==> src/rtl/dfs_pkg.sv <==
package dfs_pkg;
  localparam int SLOTS_DEF = 32;
  localparam int CNT_W_DEF = 3;

  // link flags held per slot beside the successor indices
  typedef struct packed {
    logic seq;   // sequential-thread shortcut
    logic v1;    // second successor present
    logic v0;    // first successor present
  } link_flags_t;
endpackage

==> src/rtl/dfs_cfg_mem.sv <==
module dfs_cfg_mem
  import dfs_pkg::*;
#(
  parameter int SLOTS = SLOTS_DEF,
  parameter int CNT_W = CNT_W_DEF,
  localparam int IDX_W = $clog2(SLOTS)
) (
  input  logic                          clk,
  input  logic                          rst,
  input  logic                          we,
  input  logic [IDX_W-1:0]              waddr,
  input  logic [CNT_W-1:0]              wcount,
  input  logic [IDX_W-1:0]              wsucc0,
  input  logic [IDX_W-1:0]              wsucc1,
  input  link_flags_t                   wflags,
  input  logic [IDX_W-1:0]              raddr,
  output logic [IDX_W-1:0]              rsucc0,
  output logic [IDX_W-1:0]              rsucc1,
  output link_flags_t                   rflags,
  output logic [SLOTS-1:0][CNT_W-1:0]   init_vec
);
  // successor tables: plain memories, asynchronous read (distributed RAM)
  logic [IDX_W-1:0] succ0_mem [SLOTS];
  logic [IDX_W-1:0] succ1_mem [SLOTS];
  link_flags_t      flags_q   [SLOTS];
  logic [SLOTS-1:0][CNT_W-1:0] init_q;

  always_ff @(posedge clk) begin
    if (we) begin
      succ0_mem[waddr] <= wsucc0;
      succ1_mem[waddr] <= wsucc1;
    end
  end

  // flags and counts need a defined reset value so unwritten slots stay inert
  always_ff @(posedge clk) begin
    if (rst) begin
      for (int i = 0; i < SLOTS; i++) begin
        flags_q[i] <= '0;
        init_q[i]  <= '1;
      end
    end else if (we) begin
      flags_q[waddr] <= wflags;
      init_q[waddr]  <= wcount;
    end
  end

  assign rsucc0   = succ0_mem[raddr];
  assign rsucc1   = succ1_mem[raddr];
  assign rflags   = flags_q[raddr];
  assign init_vec = init_q;
endmodule

==> src/rtl/dfs_sync_array.sv <==
module dfs_sync_array
  import dfs_pkg::*;
#(
  parameter int SLOTS = SLOTS_DEF,
  parameter int CNT_W = CNT_W_DEF,
  localparam int IDX_W = $clog2(SLOTS)
) (
  input  logic                        clk,
  input  logic                        rst,
  input  logic                        start,
  input  logic [SLOTS-1:0][CNT_W-1:0] init_vec,
  input  logic                        done_valid,
  input  logic [IDX_W-1:0]            done_succ0,
  input  logic [IDX_W-1:0]            done_succ1,
  input  link_flags_t                 done_flags,
  input  logic [SLOTS-1:0]            pick,
  output logic [SLOTS-1:0]            en_next,
  output logic [SLOTS-1:0]            en_d
);
  for (genvar i = 0; i < SLOTS; i++) begin : g_slot
    logic [CNT_W-1:0] cnt_q;
    logic             en_q;
    logic             hit0, hit1, shortcut, reach_zero;
    logic [1:0]       dec;

    always_comb begin
      hit0       = done_valid && done_flags.v0 && (done_succ0 == IDX_W'(i));
      hit1       = done_valid && !done_flags.seq && done_flags.v1 &&
                   (done_succ1 == IDX_W'(i));
      shortcut   = hit0 && done_flags.seq;
      dec        = {1'b0, hit0 && !done_flags.seq} + {1'b0, hit1};
      reach_zero = (dec != 2'd0) && (cnt_q != '0) && (cnt_q <= CNT_W'(dec));
      en_next[i] = en_q || shortcut || reach_zero;
      en_d[i]    = start ? (init_vec[i] == '0) : (en_next[i] && !pick[i]);
    end

    always_ff @(posedge clk) begin
      if (rst) begin
        cnt_q <= '0;
        en_q  <= 1'b0;
      end else begin
        en_q <= en_d[i];
        if (start || pick[i])
          cnt_q <= init_vec[i];
        else if (dec != 2'd0)
          cnt_q <= (cnt_q <= CNT_W'(dec)) ? '0 : cnt_q - CNT_W'(dec);
      end
    end


    no_underflow_chk: assert property (@(posedge clk) disable iff (rst)
      (cnt_q == '0 && dec != 2'd0 && !start && !pick[i]) |=> (cnt_q == '0));


    reload_chk: assert property (@(posedge clk) disable iff (rst)
      (pick[i] && !start) |=> (cnt_q == $past(init_vec[i]) && !en_q));
  end
endmodule

==> src/rtl/dfs_pick.sv <==
module dfs_pick #(
  parameter int SLOTS = 32,
  localparam int IDX_W = $clog2(SLOTS)
) (
  input  logic [SLOTS-1:0] req,
  input  logic             allow,
  output logic [SLOTS-1:0] grant,
  output logic [IDX_W-1:0] idx,
  output logic             any
);
  always_comb begin
    idx = '0;
    any = 1'b0;
    for (int i = SLOTS - 1; i >= 0; i--) begin
      if (req[i]) begin
        idx = IDX_W'(i);
        any = 1'b1;
      end
    end
  end

  // isolate the lowest set bit
  assign grant = allow ? (req & (~req + SLOTS'(1))) : '0;
endmodule

==> src/rtl/dfsched_top.sv <==
module dfsched_top
  import dfs_pkg::*;
#(
  parameter int SLOTS = SLOTS_DEF,
  parameter int CNT_W = CNT_W_DEF,
  localparam int IDX_W = $clog2(SLOTS),
  localparam int FLY_W = IDX_W + 1
) (
  input  logic             clk,
  input  logic             rst,
  input  logic             cfg_we,
  input  logic [IDX_W-1:0] cfg_slot,
  input  logic [CNT_W-1:0] cfg_count,
  input  logic [IDX_W-1:0] cfg_succ0,
  input  logic             cfg_succ0_vld,
  input  logic [IDX_W-1:0] cfg_succ1,
  input  logic             cfg_succ1_vld,
  input  logic             cfg_seq,
  input  logic             start,
  output logic             fire_valid,
  input  logic             fire_ready,
  output logic [IDX_W-1:0] fire_slot,
  input  logic             done_valid,
  input  logic [IDX_W-1:0] done_slot,
  output logic             idle
);
  logic [IDX_W-1:0]            d_succ0, d_succ1, pick_idx;
  link_flags_t                 d_flags;
  logic [SLOTS-1:0][CNT_W-1:0] init_vec;
  logic [SLOTS-1:0]            en_next, en_d, grant;
  logic                        pick_any, pick_en, accept;
  logic                        fire_valid_q, fire_valid_d, idle_q, idle_d;
  logic [IDX_W-1:0]            fire_slot_q;
  logic [FLY_W-1:0]            fly_q, fly_d;

  dfs_cfg_mem #(.SLOTS(SLOTS), .CNT_W(CNT_W)) u_cfg (
    .clk(clk), .rst(rst), .we(cfg_we), .waddr(cfg_slot), .wcount(cfg_count),
    .wsucc0(cfg_succ0), .wsucc1(cfg_succ1),
    .wflags('{seq: cfg_seq, v1: cfg_succ1_vld, v0: cfg_succ0_vld}),
    .raddr(done_slot), .rsucc0(d_succ0), .rsucc1(d_succ1), .rflags(d_flags),
    .init_vec(init_vec)
  );

  dfs_sync_array #(.SLOTS(SLOTS), .CNT_W(CNT_W)) u_sync (
    .clk(clk), .rst(rst), .start(start), .init_vec(init_vec),
    .done_valid(done_valid), .done_succ0(d_succ0), .done_succ1(d_succ1),
    .done_flags(d_flags), .pick(grant), .en_next(en_next), .en_d(en_d)
  );

  assign accept  = fire_valid_q && fire_ready;
  assign pick_en = !start && (!fire_valid_q || fire_ready);

  dfs_pick #(.SLOTS(SLOTS)) u_pick (
    .req(en_next), .allow(pick_en), .grant(grant), .idx(pick_idx), .any(pick_any)
  );

  always_comb begin
    if (start)        fire_valid_d = 1'b0;
    else if (pick_en) fire_valid_d = pick_any;
    else              fire_valid_d = fire_valid_q;

    fly_d = fly_q;
    if (start) fly_d = '0;
    else if (accept && !done_valid) fly_d = fly_q + FLY_W'(1);
    else if (!accept && done_valid && fly_q != '0) fly_d = fly_q - FLY_W'(1);

    idle_d = (en_d == '0) && !fire_valid_d && (fly_d == '0);
  end

  always_ff @(posedge clk) begin
    if (rst) begin
      fire_valid_q <= 1'b0;
      fire_slot_q  <= '0;
      fly_q        <= '0;
      idle_q       <= 1'b1;
    end else begin
      fire_valid_q <= fire_valid_d;
      if (pick_en && pick_any) fire_slot_q <= pick_idx;
      fly_q  <= fly_d;
      idle_q <= idle_d;
    end
  end

  assign fire_valid = fire_valid_q;
  assign fire_slot  = fire_slot_q;
  assign idle       = idle_q;


  hold_offer_chk: assert property (@(posedge clk) disable iff (rst)
    (fire_valid_q && !fire_ready && !start) |=> (fire_valid_q && $stable(fire_slot_q)));


  idle_quiet_chk: assert property (@(posedge clk) disable iff (rst)
    idle_q |-> !fire_valid_q);


  inflight_count_chk: assert property (@(posedge clk) disable iff (rst)
    (accept && !done_valid && !start) |=> (fly_q == FLY_W'($past(fly_q) + FLY_W'(1))));


  always_comb begin
    if (!rst) begin
      grant_subset_chk: assert ((grant & ~en_next) == '0 && $onehot0(grant));
    end
  end
endmodule

==> config.mk <==
export PLATFORM = sky130hd
export DESIGN_NAME = dfsched_top
export DESIGN_NICKNAME = d
export VERILOG_FILES = /design/src/rtl/dfs_pkg.sv /design/src/rtl/dfs_cfg_mem.sv /design/src/rtl/dfs_sync_array.sv /design/src/rtl/dfs_pick.sv /design/src/rtl/dfsched_top.sv
export SDC_FILE = /design/constraint.sdc
export NUM_CORES = 1
export LEC_CHECK = 0
export ABC_AREA = 1
export BUFFER_PORTS_ARGS = -buffer_cell sky130_fd_sc_hd__buf_2
export CORE_MARGIN = 4
export CORE_UTILIZATION = 35
export CTS_CLUSTER_DIAMETER = 60
export DETAILED_ROUTE_END_ITERATION = 6
export GPL_TIMING_DRIVEN = 0
export PLACE_DENSITY_LB_ADDON = 0.12
export SYNTH_ARGS = -nofsm -noshare
export SYNTH_HDL_FRONTEND = slang
export SYNTH_HIERARCHICAL = 1
export SYNTH_SLANG_ARGS = --single-unit
==> constraint.sdc <==
create_clock -name clk -period 19.4 [get_ports clk]
set_input_delay 3.88 -clock clk [delete_from_list [all_inputs] [get_ports clk]]
set_output_delay 3.88 -clock clk [all_outputs]
set_load 0.01 [all_outputs]
== After elaboration in Yosys (flattened, before gate mapping) ==
Memories as Yosys holds them, arrays and structs flattened.
Index checks and enable logic that the tools add are counted.

* Register bits after elaboration: 237
* Memory bits (read-only): 0
* Latch bits: 0
* Bits in writable memories: 416
* Memories: 3
* Logic and storage cells: 983

* Multipliers: 0
* Order comparisons: 34
* Divide/modulo/power cells: 0
* Equal/unequal tests: 62
* Shifts and indexed selects: 0
* Reduce and logical (&&, ||, !) cells: 505
* Bitwise operators: 2
* Multiplexer cells: 210
* Add/sub/neg operators: 67

{| class="wikitable"
|+ Memory list
! memory !! depth !! width !! rd ports !! clocked after memory_dff !! write ports !! RTL line !! text
|-
| u_cfg.succ0_mem || 32 || 5 || 1 || 0 || 1 || dfs_cfg_mem.sv:23 || <nowiki>logic [IDX_W-1:0] succ0_mem [SLOTS];</nowiki>
|-
| u_cfg.succ1_mem || 32 || 5 || 1 || 0 || 1 || dfs_cfg_mem.sv:24 || <nowiki>logic [IDX_W-1:0] succ1_mem [SLOTS];</nowiki>
|-
| u_cfg.flags_q || 32 || 3 || 1 || 0 || 32 || dfs_cfg_mem.sv:25 || <nowiki>link_flags_t flags_q [SLOTS];</nowiki>
|}

{| class="wikitable"
|+ Operators by type and width
! operator !! number
|-
| $mux 3 || 98
|-
| $logic_and 1x1->1 || 236
|-
| $mux 5 || 33
|-
| $eq 5x5->1 const B || 32
|-
| $reduce_bool 2->1 || 64
|-
| $logic_or 1x1->1 || 97
|-
| $bwmux 96 || 1
|-
| $le 3x2->1 || 32
|-
| $logic_not 3->1 || 32
|-
| $reduce_bool 3->1 || 32
|-
| $sub 3x2->3 || 32
|-
| $eq 5x4->1 const B || 16
|-
| $mux 1 || 73
|-
| $add 1x1->2 || 32
|-
| $eq 5x3->1 const B || 8
|-
| $logic_not 1->1 || 38
|-
| $add 32x1->32 const B || 1
|-
| $and 32x32->32 || 1
|-
| $logic_not 32->1 || 1
|-
| $mux 32 || 1
|-
| $not 32->32 || 1
|-
| $eq 5x2->1 const B || 4
|-
| $mux 6 || 3
|-
| $demux 3 s5 || 1
|-
| 9 further kinds || 11
|}

== Logic depth before layout (Yosys ltp) ==
An unclocked memory read counts as a cell.

* Depth after elaboration: 47
* Gate-level depth with buffers: 58
* Depth with buffers taken out: 56

== By module ==
The synthesis kept the hierarchy.

{| class="wikitable"
|+ By module, submodules not included
! module !! cells each !! instances !! area each (µm²)
|-
| dfs_cfg_mem || 2026 || 1 || 20744.9
|-
| dfs_sync_array || 1823 || 1 || 11636.2
|-
| dfsched_top || 143 || 1 || 899.6
|-
| dfs_pick || 188 || 1 || 820.8
|}

== Worst setup path before layout ==
OpenSTA, ideal clock, no wires.

* Path type: input port to flip-flop
* Start: input done_slot[1]
* End: register idle_q (netlist: idle)
* Cell stages on the path: 47
* Path slack: 10434 ps
* Data required time: 19342 ps
* Arrival time: 8908 ps
* Cells stage by stage: buf_2 inv_2 buf_2 buf_2 nand3_1 nand3_1 nand2_1 nand2_1 nand2_1 nand2_1 nand2_1 nor3_1 inv_1 clkbuf_1 nor2_1 ha_1 inv_1 ha_1 (+11 left out) nor2_1 inv_2 nor2_4 nand3_1 nor2_2 nand2_1 nor4_1 nor2_4 nand2_1 nand2_1 nor2_1 nand4_1 or2_2 nor2_1 nand3_1 nor2_1 nand2_1 nand2_1

{| class="wikitable"
|+ RTL lines
! what !! RTL line !! text
|-
| from (decl) || dfsched_top.sv:24 || <nowiki>input logic [IDX_W-1:0] done_slot,</nowiki>
|-
| to (signal assigned) || dfsched_top.sv:80 || <nowiki>idle_q <= idle_d;</nowiki>
|-
| to (decl) || dfsched_top.sv:32 || <nowiki>logic fire_valid_q, fire_valid_d, idle_q, idle_d;</nowiki>
|}

==> metrics.txt <==
via count=28640; DRT Pass-1 Iters=5; Final period util=59.40%; mapped cell area=34100 um2; IR drop worst, VDD=0.00005551 V; initial DRC count=2441; P&R area growth vs syn=13.92%; Final ANT Viol Nets=0; mean post-synth cell area=8.158 um2; Final Hold Viols=0; Die ar.=102500 um2; Final Hold Slack=458.7 ps; CP peak stage delay=580 ps; H-tree levels=3; cells resized by post-CTS repair=0; num rows=114; CTS tree=done; Finished Layout Cells=5654; Slew Limit Fails=0; CTS buffer count=83; Power Density=90.69 nW/um2; I/O pins=39; Final min period=11520 ps; commonest non-fill, non-tap cell in the layout=nand2_1; status=finished, violations left; setup tns final=0 ps; CTS clk-pin slew, worst paths=50 ps; Distinct cells, synth=39; CTS Buffer Depth=3; core area=96710 um2; critical path class=input pin to flip-flop; Mapped Nets=4375; slowest stage cell, crit path=nor3_1; Slew Limit Headroom=0.7946%; Post-CTS Repair Setup Buffers=0; CP arrival=12100 ps; CTS hold repair buffers=0; Initial Util=35.26%; critical path capture point type=flip-flop; Final nets=4501; Syn. warnings=6; sequential area share after synthesis=50.54%; Hold Path Class=flip-flop to flip-flop; initial antenna violation count=3; top-area cell type share of the netlist area=36.63%; IO buf count=35; most frequent cells in the layout=nand2_1 (951), inv_1 (624), nor2_1 (556), nand3_1 (495), edfxtp_1 (416); clk_lat worst skew=650 ps; share of cells above drive strength 1=6.856%; first-pass GRT wire length=171.2 mm; TritonCTS Sinks=653; most used cell, CP=nand2_1; Max Cap Violations=1; CP required=19980 ps; Seq cells post-synth=653; post-route cell area=38850 um2; vias in the first global route=26870; DP Area=35920 um2; worst slew pin tran=1483 ps; global placement routability congestion=0.9585; Synth area leaders=edfxtp_1 (37%), dfxtp_1 (14%), nand2_1 (10%); Max Clock Skew=29.35 ps; placed cell count=5494; worst-path fanout max=10; drt wl/cell=20.72 um; crit start category=input pin; total grt overflow=0; largest net degree at the start of global routing=33; die height=320.1 um; # DRC=0; cells after synthesis=4180; vias per cell=5.066; GRT Total Usage=22.41%; Post-Route WL=117.2 mm; cell taking the most area after synthesis=edfxtp_1; Max Clk Rate=0.08677 GHz; RSZ-0062 raised after global routing=no; final setup fails=0; hpwl dp=87.61 mm; failing checks=capacitance limit; CTS Root Cell=clkbuf_16; Leak=17.26 nW; FILL cells=9878; Die W=320.1 um
==> power breakdown <==
| part | total (mW) | internal (mW) | switching (mW) |
|---|---|---|---|
| registers | 1.53 | 1.52 | 0.0185 |
| clock network | 1.61 | 0.976 | 0.636 |
| logic | 0.377 | 0.0985 | 0.279 |
| total | 3.52 | 2.59 | 0.933 |
==> cells in the mapped netlist (all sizes together) <==
cell type and number:
a21boi 1, a21oi 233, a31oi 4, buf 86, bufinv 1, clkbuf 68, clkinv 5, dfxtp 237
edfxtp 416, fa 32, ha 131, inv 648, nand2 953, nand3 498, nand3b 2, nand4 76
nor2 575, nor3 35, nor4 37, o21ai 6, o21bai 2, o22ai 96, o31ai 2, or2 1
xor2 35
==> flip-flops by register name (all words and copies together), names as in the netlist, 5 cells and up <==
| signal | count |
|---|---|
| u_cfg/flags_q | 96 |
| fly_q | 6 |
| u_cfg/succ0_mem | 160 |
| u_cfg/init_vec | 96 |
| u_sync/g_slot.cnt_q | 96 |
| u_sync/g_slot.en_q | 32 |
| u_cfg/succ1_mem | 160 |
| fire_slot | 5 |
==> area by class of cell <==
cell class	instances	area [um2]	share of cell area, %
clock buffers	105	2242	5.772
flip-flops and latches	653	17240	44.37
plain buffers	154	720.7	1.855
diodes	2	5.005	0.01288
inverters	654	2470	6.358
clock inverters	50	644.4	1.659
repair buffers	41	242.7	0.6248
well taps	1276	1597	4.110
multi-input cells	2719	13690	35.24
==> metrics by stage <==
step                      worst slack [ps]  power [mW]  util [%]
after floorplan                      10430       1.793         -
after global placement                7590       1.933     37.09
after detailed placement              7533       1.933     37.14
after CTS                             8197       3.556     40.13
after global routing                  7306       3.664     40.16
final                                 7876       3.523     40.17
==> cell families after synthesis <==
| logic type | count (synthesis) | synth area share (%) |
|---|---|---|
| AO/OA/AOI/OAI | 344 | 5.474 |
| XOR/XNOR | 35 | 0.8989 |
| adder cells (fa/ha/maj) | 163 | 6.685 |
| buffers and inverters | 808 | 9.356 |
| flip-flops | 653 | 50.54 |
| AND/OR/NAND/NOR | 2177 | 27.04 |
==> critical path, delay by kind of cell <==
kind	cells	cell delay (ps)
adder cells (fa/ha/maj)	2	480
buffers and inverters	10	2100
AND/OR/NAND/NOR	32	5620
==> layer usage <==
layer | vias up | track usage [%] | wire (um)
met5 | - | 0 | 9
met4 | 2 | 7.316 | 3578
met3 | 168 | 4.341 | 9112
met2 | 885 | 34.66 | 51050
met1 | 13660 | 31.64 | 53420
li1 | 13920 | - | -
==> path summary, 6_finish.rpt <==
| check | depth (start not counted) | to | slack, ps | start |
|---|---|---|---|---|
| max reg2reg | 40 | idle$_SDFF_PP1_ | 11820 | u_cfg/flags_q[12][0]$_SDFFCE_PN0P_ |
| max | 44 | idle$_SDFF_PP1_ | 7880 | done_slot[0] |
| min reg2reg | 2 | fire_slot[0]$_SDFFE_PP0P_ | 460 | fire_slot[0]$_SDFFE_PP0P_ |
| min | 2 | fire_slot[0]$_SDFFE_PP0P_ | 460 | fire_slot[0]$_SDFFE_PP0P_ |
Power figures use the tool's default switching activity.
